===== src/rtl/uart_rx_pkg.sv =====
package uart_rx_pkg;

    typedef struct packed {
        logic len8;
        logic par_en;
        logic par_odd;
    } rx_cfg_t;

    typedef struct packed {
        logic       bit8;
        logic [7:0] data;
    } rx_char_t;

    typedef enum logic [2:0] {
        ST_IDLE   = 3'd0,
        ST_START  = 3'd1,
        ST_DATA   = 3'd2,
        ST_STOP   = 3'd3,
        ST_WAITHI = 3'd4
    } rx_state_t;

    // number of bits between start and stop for a given format
    function automatic logic [3:0] frame_bits(rx_cfg_t c);
        logic [3:0] n;
        n = c.len8 ? 4'd8 : 4'd7;
        return n + {3'd0, c.par_en};
    endfunction

    // parity expected for the data part of a stored character
    function automatic logic gen_parity(rx_char_t ch, rx_cfg_t c);
        logic x;
        x = c.len8 ? ^ch.data : ^ch.data[6:0];
        return x ^ c.par_odd;
    endfunction

    // parity bit as it arrived on the line
    function automatic logic got_parity(rx_char_t ch, rx_cfg_t c);
        return c.len8 ? ch.bit8 : ch.data[7];
    endfunction

    function automatic logic parity_bad(rx_char_t ch, rx_cfg_t c);
        return c.par_en && (gen_parity(ch, c) != got_parity(ch, c));
    endfunction

endpackage


===== src/rtl/uart_rx_frame.sv =====
module uart_rx_frame
    import uart_rx_pkg::*;
#(
    parameter int OSR         = 16,
    parameter int SYNC_STAGES = 2
) (
    input  logic     clk,
    input  logic     rst,
    input  logic     rx_i,
    input  logic     tick_i,
    input  rx_cfg_t  cfg_i,
    output logic     done_o,
    output logic     stop_bad_o,
    output rx_char_t char_o,
    output rx_cfg_t  cfg_o
);
    localparam int CNT_W = $clog2(OSR);
    localparam logic [CNT_W-1:0] MID_C  = CNT_W'(OSR / 2 - 1);
    localparam logic [CNT_W-1:0] LAST_C = CNT_W'(OSR - 1);

    logic [SYNC_STAGES-1:0] sync_q;
    logic                   rx_s;
    rx_state_t              state_q;
    logic [CNT_W-1:0]       tcnt_q;
    logic [3:0]             bidx_q;
    logic [8:0]             sr_q;
    rx_cfg_t                cfg_q;
    logic [3:0]             last_idx;

    generate
        if (SYNC_STAGES == 1) begin : g_sync1
            always_ff @(posedge clk) begin
                if (rst) sync_q <= 1'b1;
                else     sync_q <= rx_i;
            end
        end else begin : g_syncn
            always_ff @(posedge clk) begin
                if (rst) sync_q <= '1;
                else     sync_q <= {sync_q[SYNC_STAGES-2:0], rx_i};
            end
        end
    endgenerate

    assign rx_s     = sync_q[SYNC_STAGES-1];
    assign last_idx = frame_bits(cfg_q) - 4'd1;

    always_ff @(posedge clk) begin
        if (rst) begin
            state_q    <= ST_IDLE;
            tcnt_q     <= '0;
            bidx_q     <= '0;
            sr_q       <= '0;
            cfg_q      <= '0;
            done_o     <= 1'b0;
            stop_bad_o <= 1'b0;
        end else begin
            done_o <= 1'b0;
            if (tick_i) begin
                unique case (state_q)
                    ST_IDLE: begin
                        if (!rx_s) begin
                            state_q <= ST_START;
                            tcnt_q  <= '0;
                            cfg_q   <= cfg_i;
                        end
                    end
                    ST_START: begin
                        if (tcnt_q == MID_C) begin
                            if (rx_s) begin
                                state_q <= ST_IDLE;
                            end else begin
                                state_q <= ST_DATA;
                                tcnt_q  <= '0;
                                bidx_q  <= '0;
                                sr_q    <= '0;
                            end
                        end else begin
                            tcnt_q <= tcnt_q + 1'b1;
                        end
                    end
                    ST_DATA: begin
                        if (tcnt_q == LAST_C) begin
                            tcnt_q <= '0;
                            for (int i = 0; i < 9; i++) begin
                                if (bidx_q == 4'(i)) sr_q[i] <= rx_s;
                            end
                            if (bidx_q == last_idx) state_q <= ST_STOP;
                            else                    bidx_q  <= bidx_q + 4'd1;
                        end else begin
                            tcnt_q <= tcnt_q + 1'b1;
                        end
                    end
                    ST_STOP: begin
                        if (tcnt_q == LAST_C) begin
                            done_o     <= 1'b1;
                            stop_bad_o <= !rx_s;
                            state_q    <= rx_s ? ST_IDLE : ST_WAITHI;
                        end else begin
                            tcnt_q <= tcnt_q + 1'b1;
                        end
                    end
                    ST_WAITHI: begin
                        if (rx_s) state_q <= ST_IDLE;
                    end
                    default: state_q <= ST_IDLE;
                endcase
            end
        end
    end

    assign char_o = rx_char_t'(sr_q);
    assign cfg_o  = cfg_q;

    // a high line at the mid-start sample abandons the frame
    a_r7_glitch_to_idle: assert property (@(posedge clk) disable iff (rst)
        (state_q == ST_START && tick_i && tcnt_q == MID_C && rx_s) |=> state_q == ST_IDLE);

    // while the line stays low after a bad stop, no new frame begins
    a_r8_wait_for_high: assert property (@(posedge clk) disable iff (rst)
        (state_q == ST_WAITHI && !rx_s) |=> state_q == ST_WAITHI);

    // one stop sample always closes the frame
    a_r10_single_stop: assert property (@(posedge clk) disable iff (rst)
        (state_q == ST_STOP && tick_i && tcnt_q == LAST_C) |=> (done_o && state_q != ST_STOP));

endmodule


===== src/rtl/uart_rx_fifo.sv =====
module uart_rx_fifo
    import uart_rx_pkg::*;
#(
    parameter int DEPTH = 4
) (
    input  logic     clk,
    input  logic     rst,
    input  logic     push_i,
    input  rx_char_t din_i,
    input  logic     pop_i,
    output rx_char_t head_o,
    output logic     empty_o,
    output logic     full_o,
    output logic     accepted_o
);
    localparam int PTR_W = (DEPTH > 1) ? $clog2(DEPTH) : 1;
    localparam int CNT_W = $clog2(DEPTH + 1);
    localparam logic [PTR_W-1:0] PTR_LAST = PTR_W'(DEPTH - 1);
    localparam logic [CNT_W-1:0] CNT_FULL = CNT_W'(DEPTH);

    rx_char_t         mem_q [DEPTH];
    logic [PTR_W-1:0] wptr_q, rptr_q;
    logic [CNT_W-1:0] cnt_q;
    logic             do_push, do_pop;

    assign full_o     = (cnt_q == CNT_FULL);
    assign empty_o    = (cnt_q == '0);
    assign do_push    = push_i && !full_o;
    assign do_pop     = pop_i && !empty_o;
    assign accepted_o = do_push;
    assign head_o     = mem_q[rptr_q];

    always_ff @(posedge clk) begin
        if (rst) begin
            wptr_q <= '0;
            rptr_q <= '0;
            cnt_q  <= '0;
            for (int i = 0; i < DEPTH; i++) mem_q[i] <= '0;
        end else begin
            if (do_push) begin
                mem_q[wptr_q] <= din_i;
                wptr_q        <= (wptr_q == PTR_LAST) ? '0 : wptr_q + 1'b1;
            end
            if (do_pop) begin
                rptr_q <= (rptr_q == PTR_LAST) ? '0 : rptr_q + 1'b1;
            end
            case ({do_push, do_pop})
                2'b10:   cnt_q <= cnt_q + 1'b1;
                2'b01:   cnt_q <= cnt_q - 1'b1;
                default: cnt_q <= cnt_q;
            endcase
        end
    end

    // a push into a full FIFO without a pop leaves the occupancy alone
    a_r9_full_holds: assert property (@(posedge clk) disable iff (rst)
        (full_o && push_i && !pop_i) |=> (full_o && $stable(wptr_q)));

    // popping an empty FIFO moves nothing
    a_r9_empty_pop: assert property (@(posedge clk) disable iff (rst)
        (empty_o && pop_i && !push_i) |=> (empty_o && $stable(rptr_q)));

endmodule


===== src/rtl/uart_rx_flags.sv =====
module uart_rx_flags
    import uart_rx_pkg::*;
(
    input  logic     clk,
    input  logic     rst,
    input  logic     push_req_i,
    input  logic     push_ok_i,
    input  logic     stop_bad_i,
    input  rx_char_t char_i,
    input  rx_cfg_t  cfg_i,
    input  logic     clr_perr_i,
    input  logic     clr_ferr_i,
    input  logic     clr_ovr_i,
    output logic     perr_o,
    output logic     ferr_o,
    output logic     ovr_o
);
    logic set_perr, set_ferr, set_ovr;

    // parity is judged only for a character that actually enters the FIFO
    assign set_perr = push_ok_i && parity_bad(char_i, cfg_i);
    assign set_ferr = push_req_i && stop_bad_i;
    assign set_ovr  = push_req_i && !push_ok_i;

    always_ff @(posedge clk) begin
        if (rst) begin
            perr_o <= 1'b0;
            ferr_o <= 1'b0;
            ovr_o  <= 1'b0;
        end else begin
            if (set_perr)        perr_o <= 1'b1;
            else if (clr_perr_i) perr_o <= 1'b0;
            if (set_ferr)        ferr_o <= 1'b1;
            else if (clr_ferr_i) ferr_o <= 1'b0;
            if (set_ovr)         ovr_o  <= 1'b1;
            else if (clr_ovr_i)  ovr_o  <= 1'b0;
        end
    end

    // parity flag persists until cleared
    a_r6_perr_sticky: assert property (@(posedge clk) disable iff (rst)
        (perr_o && !clr_perr_i) |=> perr_o);

    // parity flag rises only after an accepted character
    a_r5_perr_needs_push: assert property (@(posedge clk) disable iff (rst)
        $rose(perr_o) |-> $past(push_ok_i));

    // framing and overrun flags persist until cleared
    a_r11_ferr_sticky: assert property (@(posedge clk) disable iff (rst)
        (ferr_o && !clr_ferr_i) |=> ferr_o);
    a_r11_ovr_sticky: assert property (@(posedge clk) disable iff (rst)
        (ovr_o && !clr_ovr_i) |=> ovr_o);

    // overrun rises only when a finished character was refused
    a_r9_ovr_on_drop: assert property (@(posedge clk) disable iff (rst)
        $rose(ovr_o) |-> $past(push_req_i && !push_ok_i));

endmodule


===== src/rtl/uart_rx_core.sv =====
module uart_rx_core
    import uart_rx_pkg::*;
#(
    parameter int OSR         = 16,
    parameter int DEPTH       = 4,
    parameter int SYNC_STAGES = 2
) (
    input  logic       clk,
    input  logic       rst,
    input  logic       rx_i,
    input  logic       tick16_i,
    input  logic       cfg_len8_i,
    input  logic       cfg_par_en_i,
    input  logic       cfg_par_odd_i,
    input  logic       clr_perr_i,
    input  logic       clr_ferr_i,
    input  logic       clr_ovr_i,
    input  logic       rd_en_i,
    output logic [7:0] rd_data_o,
    output logic       rd_bit8_o,
    output logic       rd_valid_o,
    output logic       full_o,
    output logic       perr_o,
    output logic       ferr_o,
    output logic       ovr_o
);
    rx_cfg_t  cfg_in, cfg_frame;
    rx_char_t ch, head;
    logic     done, stop_bad, push_ok, empty;

    assign cfg_in = '{len8: cfg_len8_i, par_en: cfg_par_en_i, par_odd: cfg_par_odd_i};

    uart_rx_frame #(.OSR(OSR), .SYNC_STAGES(SYNC_STAGES)) u_frame (
        .clk        (clk),
        .rst        (rst),
        .rx_i       (rx_i),
        .tick_i     (tick16_i),
        .cfg_i      (cfg_in),
        .done_o     (done),
        .stop_bad_o (stop_bad),
        .char_o     (ch),
        .cfg_o      (cfg_frame)
    );

    uart_rx_fifo #(.DEPTH(DEPTH)) u_fifo (
        .clk        (clk),
        .rst        (rst),
        .push_i     (done),
        .din_i      (ch),
        .pop_i      (rd_en_i),
        .head_o     (head),
        .empty_o    (empty),
        .full_o     (full_o),
        .accepted_o (push_ok)
    );

    uart_rx_flags u_flags (
        .clk        (clk),
        .rst        (rst),
        .push_req_i (done),
        .push_ok_i  (push_ok),
        .stop_bad_i (stop_bad),
        .char_i     (ch),
        .cfg_i      (cfg_frame),
        .clr_perr_i (clr_perr_i),
        .clr_ferr_i (clr_ferr_i),
        .clr_ovr_i  (clr_ovr_i),
        .perr_o     (perr_o),
        .ferr_o     (ferr_o),
        .ovr_o      (ovr_o)
    );

    assign rd_data_o  = head.data;
    assign rd_bit8_o  = head.bit8;
    assign rd_valid_o = !empty;

endmodule


===== config.mk =====
export PLATFORM = sky130hd
export DESIGN_NAME = uart_rx_core
export DESIGN_NICKNAME = d
export VERILOG_FILES = /design/src/rtl/uart_rx_pkg.sv /design/src/rtl/uart_rx_frame.sv /design/src/rtl/uart_rx_fifo.sv /design/src/rtl/uart_rx_flags.sv /design/src/rtl/uart_rx_core.sv
export SDC_FILE = /design/constraint.sdc
export NUM_CORES = 1
export LEC_CHECK = 0
export ABC_AREA = 0
export BUFFER_PORTS_ARGS = -buffer_cell sky130_fd_sc_hd__buf_2
export CAP_MARGIN = 20
export CORE_MARGIN = 2
export CORE_UTILIZATION = 35
export CTS_CLUSTER_DIAMETER = 150
export DETAILED_ROUTE_END_ITERATION = 12
export GPL_ROUTABILITY_DRIVEN = 1
export SETUP_SLACK_MARGIN = 0.1
export SLEW_MARGIN = 20
export SYNTH_ARGS = -nofsm -noshare
export SYNTH_HDL_FRONTEND = slang
export SYNTH_SLANG_ARGS = --single-unit

===== constraint.sdc =====
create_clock -name clk -period 2.3 [get_ports clk]
set_input_delay 0 -clock clk [delete_from_list [all_inputs] [get_ports clk]]
set_output_delay 0 -clock clk [all_outputs]
set_load 0.02 [all_outputs]

==> impl_metrics.toml <==
[sta]
tns_ns = 0
fin_crit_ns = 2.073
fin_ws_ns = 0.2267
finalSetupViolCount = 0
slew_viol_final = 0
finClkSkew_ns = 0.01445
slew_headroom = 0.5604
final_hold_viol_count = 0
period_share = 0.9015
fmax_mhz = 482.3
tightest_slew_ns = 0.6540
rsz0062_at_grt = "no"

[floorplanning]
num_io_pins = 25
start_util = 0.3573
core_area_mm2 = 0.01023
rows = 37
fp.dieW_um = 106.2
dieArea_mm2 = 0.01128
die_y_um = 106.2

[layout]
fin_util = 0.4192
drive_above_1_share = 0.2196
multi_input_area_mm2 = 0.001737
regArea_mm2 = 0.001864
fin_nets = 404
areaGrowthSynthToFinish_pct = 17.32
fill_cells = 973
n_antenna_cell = 0

[global_route]
grt_usage = 0.1338
grt_antenna_before_repair = 0
grt-ovfl-total = 0
grt_pass1_vias = 2429
grt_start_max_net_pins = 28
grt_pass1_wl_mm = 11.90

[cts]
cts_max_path_buffers = 2
cts_buffers = 9
path_clk_slew_ns = 0.08
clockRootBuffer = "clkbuf_8"
clock-sinks = 75
tritoncts = "built"
cts-htree-levels = 3
ctsResizeCount = 0
clk_latency_ns = 0.36

[worst_hold_path]
min_path_cells = 3
hp-class = "input pin to flop"
min_from = "clr_perr_i"
hold-path-endpoint = "u_flags.perr_o"

[yosys]
syn_area_mm2 = 0.003656
synthFlopType = "dfxtp_1"
syn-num-nets = 362
synth_cells = 340
synth_top_cell_area_share = 0.2957
yosys_warnings = 0
ys_types = 51
seq_area_frac_synth = 0.5092
yosysTopAreaCell = "edfxtp_1"
yosys-top-cells-area = "edfxtp_1 (30%), dfxtp_1 (21%), and2_1 (6.2%)"
synth_area_per_cell_um2 = 10.75
synth_edf_count = 36
async_flop_share = 0
synth_seq_cells = 75

[critical_path]
r2r_start = "u_fifo.cnt_q[2]"
path_cells = "nor3b_4, nand2b_4, ha_4, inv_1, fa_2, xor2_1, or3_1, a21oi_1"
crit_type = "flop to flop"
crit_arrival_ns = 2.36
critPathMaxFanout = 6
startpoint_type = "flop"
r2r_slack_ns = 0.23
cpPeakStageDelay_ns = 0.38
cp_slowest_cell = "fa_2"
critPathCaptureType = "flop"
r2r_end = "u_fifo.cnt_q[2]"
worstPathRequired_ns = 2.58
r2r_cells = 8

[power_and_ir_drop]
p_leak_nw = 1.576
switching_share = 0.2504
seq_power_share = 0.569
powerDensity_mw_per_mm2 = 587.6
power_switching_w = 0.0006312
power_frac_clock = 0.387
p_int_w = 0.001889
worst_ir_drop_vdd_uv = 413.5
p_comb_frac = 0.044
finalPower_w = 0.002520

[placed_design]
gp_congestion = 0.7439
portBuffers = 24
dp_hpwl_mm = 5.064
dp_slack_ns = 0.2162

[route]
wl_mm = 7.039
routedWlPerCell_um = 13.46
vias = 2543
ant_nets = 0
dr.pass1.iters = 4
drtIter0Drc = 90
drc = 0
drt-vias-per-instance = 4.862

[flow_run]
cap_viol_max_count = 0

[run_status]
status = "complete, no violations"
[flip-flops by register name, indices dropped and copies added, names as in the netlist, named ones only]
signal              cells
u_fifo.mem_q           36
u_frame.char_o          9
u_frame.bidx_q          4
u_frame.tcnt_q          4
u_fifo.cnt_q            3
u_frame.cfg_o           3
u_frame.state_q         3
u_fifo.rptr_q           2
u_fifo.wptr_q           2
u_frame.sync_q          2
u_flags.ferr_o          1
u_flags.ovr_o           1
u_flags.perr_o          1
u_frame.done_o          1
u_frame.stop_bad_o      1
[power by group through the flow]
stage                     Sequential, W  Combinational [W]  Clock (W)
final                           0.00143           0.000112   0.000975
after global routing            0.00144           0.000122    0.00106
after CTS                       0.00143           0.000113    0.00100
after detailed placement        0.00146           0.000104          0
after global placement          0.00146           0.000102          0
after floorplan                 0.00146          0.0000762          0
[worst max path at each step]
stage	startpoint	slack, ns	cells past startpoint	to
final	u_fifo.cnt_q[2]	0.23	8	u_fifo.cnt_q[2]
after global placement	u_fifo.cnt_q[2]	0.26	8	u_fifo.cnt_q[2]
after floorplan	u_fifo.cnt_q[1]	0.14	9	u_fifo.cnt_q[2]
after CTS	u_fifo.cnt_q[2]	0.18	8	u_fifo.cnt_q[2]
after detailed placement	u_fifo.cnt_q[2]	0.22	8	u_fifo.cnt_q[2]
after global routing	u_fifo.cnt_q[2]	0.12	8	u_fifo.cnt_q[2]
[layout make-up]
class | instances | area share
repair buffers | 46 | 0.07060
clock inverters | 7 | 0.01517
inverters | 7 | 0.006126
well taps | 136 | 0.03967
multi-input cells | 243 | 0.4049
flip-flops and latches | 75 | 0.4347
clock buffers | 9 | 0.02888
[worst max-delay path: cells and delay by family (launching register included)]
family / cells / cell delay (ns)
AO/OA/AOI/OAI: 1 / 0.15
XOR/XNOR: 1 / 0.15
adder cells (fa/ha/maj): 2 / 0.53
AND/OR/NAND/NOR: 3 / 0.75
flip-flops: 1 / 0.37
buffers and inverters: 1 / 0.05
[metrics by stage]
step / hold WS, ns / instances / cell area [µm²]
global placement: 0.1907 / 493 / 3978
detailed placement: 0.1912 / 493 / 3978
finish: 0.01604 / 523 / 4289
floorplan: 0.1038 / 340 / 3699
global route: 0.02279 / 523 / 4289
CTS: 0.01190 / 516 / 4237
[per-layer routing]
| metal | up-vias | part of all wire | global-route usage |
|---|---|---|---|
| li1 | 1297 | - | - |
| met1 | 1197 | 0.49 | 0.1854 |
| met2 | 40 | 0.47 | 0.2033 |
| met3 | 9 | 0.027 | 0.03188 |
| met4 | 0 | 0.014 | 0.04981 |
| met5 | - | 0 | 0 |
[cells in the final DEF, fill, tap and decap left out, types with 5 or more instances in the layout]
cell type,n
or2_2,5
xnor2_1,9
dfxtp_1,37
edfxtp_1,36
clkbuf_8,9
and2_1,36
nand2_1,29
o21ai_0,15
dlygate4sd3_1,7
buf_4,15
inv_1,7
a21oi_1,35
ha_1,9
buf_2,24
nand3_1,7
nor2_1,20
nor3_1,9
mux4_2,9
nand2b_1,5
[cells in the mapped netlist, types with 2 or more instances]
cell type / n
and2_1: 36
nor2b_1: 3
nand4b_1: 2
o21ai_0: 15
inv_1: 7
clkbuf_1: 9
and3b_1: 3
nand3_1: 7
o21bai_1: 2
buf_2: 4
a211oi_1: 2
nand3b_1: 2
nor3_2: 2
dfxtp_1: 39
mux4_2: 9
nor4b_2: 2
nor2_1: 20
edfxtp_1: 36
nor3_1: 9
or2_2: 5
xnor2_1: 9
ha_1: 10
nand2b_1: 6
mux2i_1: 4
xor2_1: 4
or3_1: 3
a21oi_1: 35
nor3b_1: 4
nand2_1: 29
[logic make-up after synthesis]
logic type      count (synthesis)  synth area share
fa+ha+maj                      11           0.03970
xor+xnor                       13           0.03114
simple gates                  142            0.2269
mux                            14           0.07050
flops                          75            0.5092
compound gates                 63           0.09754
buf+inv                        22           0.02498
[timing repair]
item,4_1_cts,5_1_grt
endpoints found under the setup margin,0,6
buffers inserted,0,7
hold buffers,7,0
hold endpoints to repair,7,0
Power figures use the tool's default switching activity.
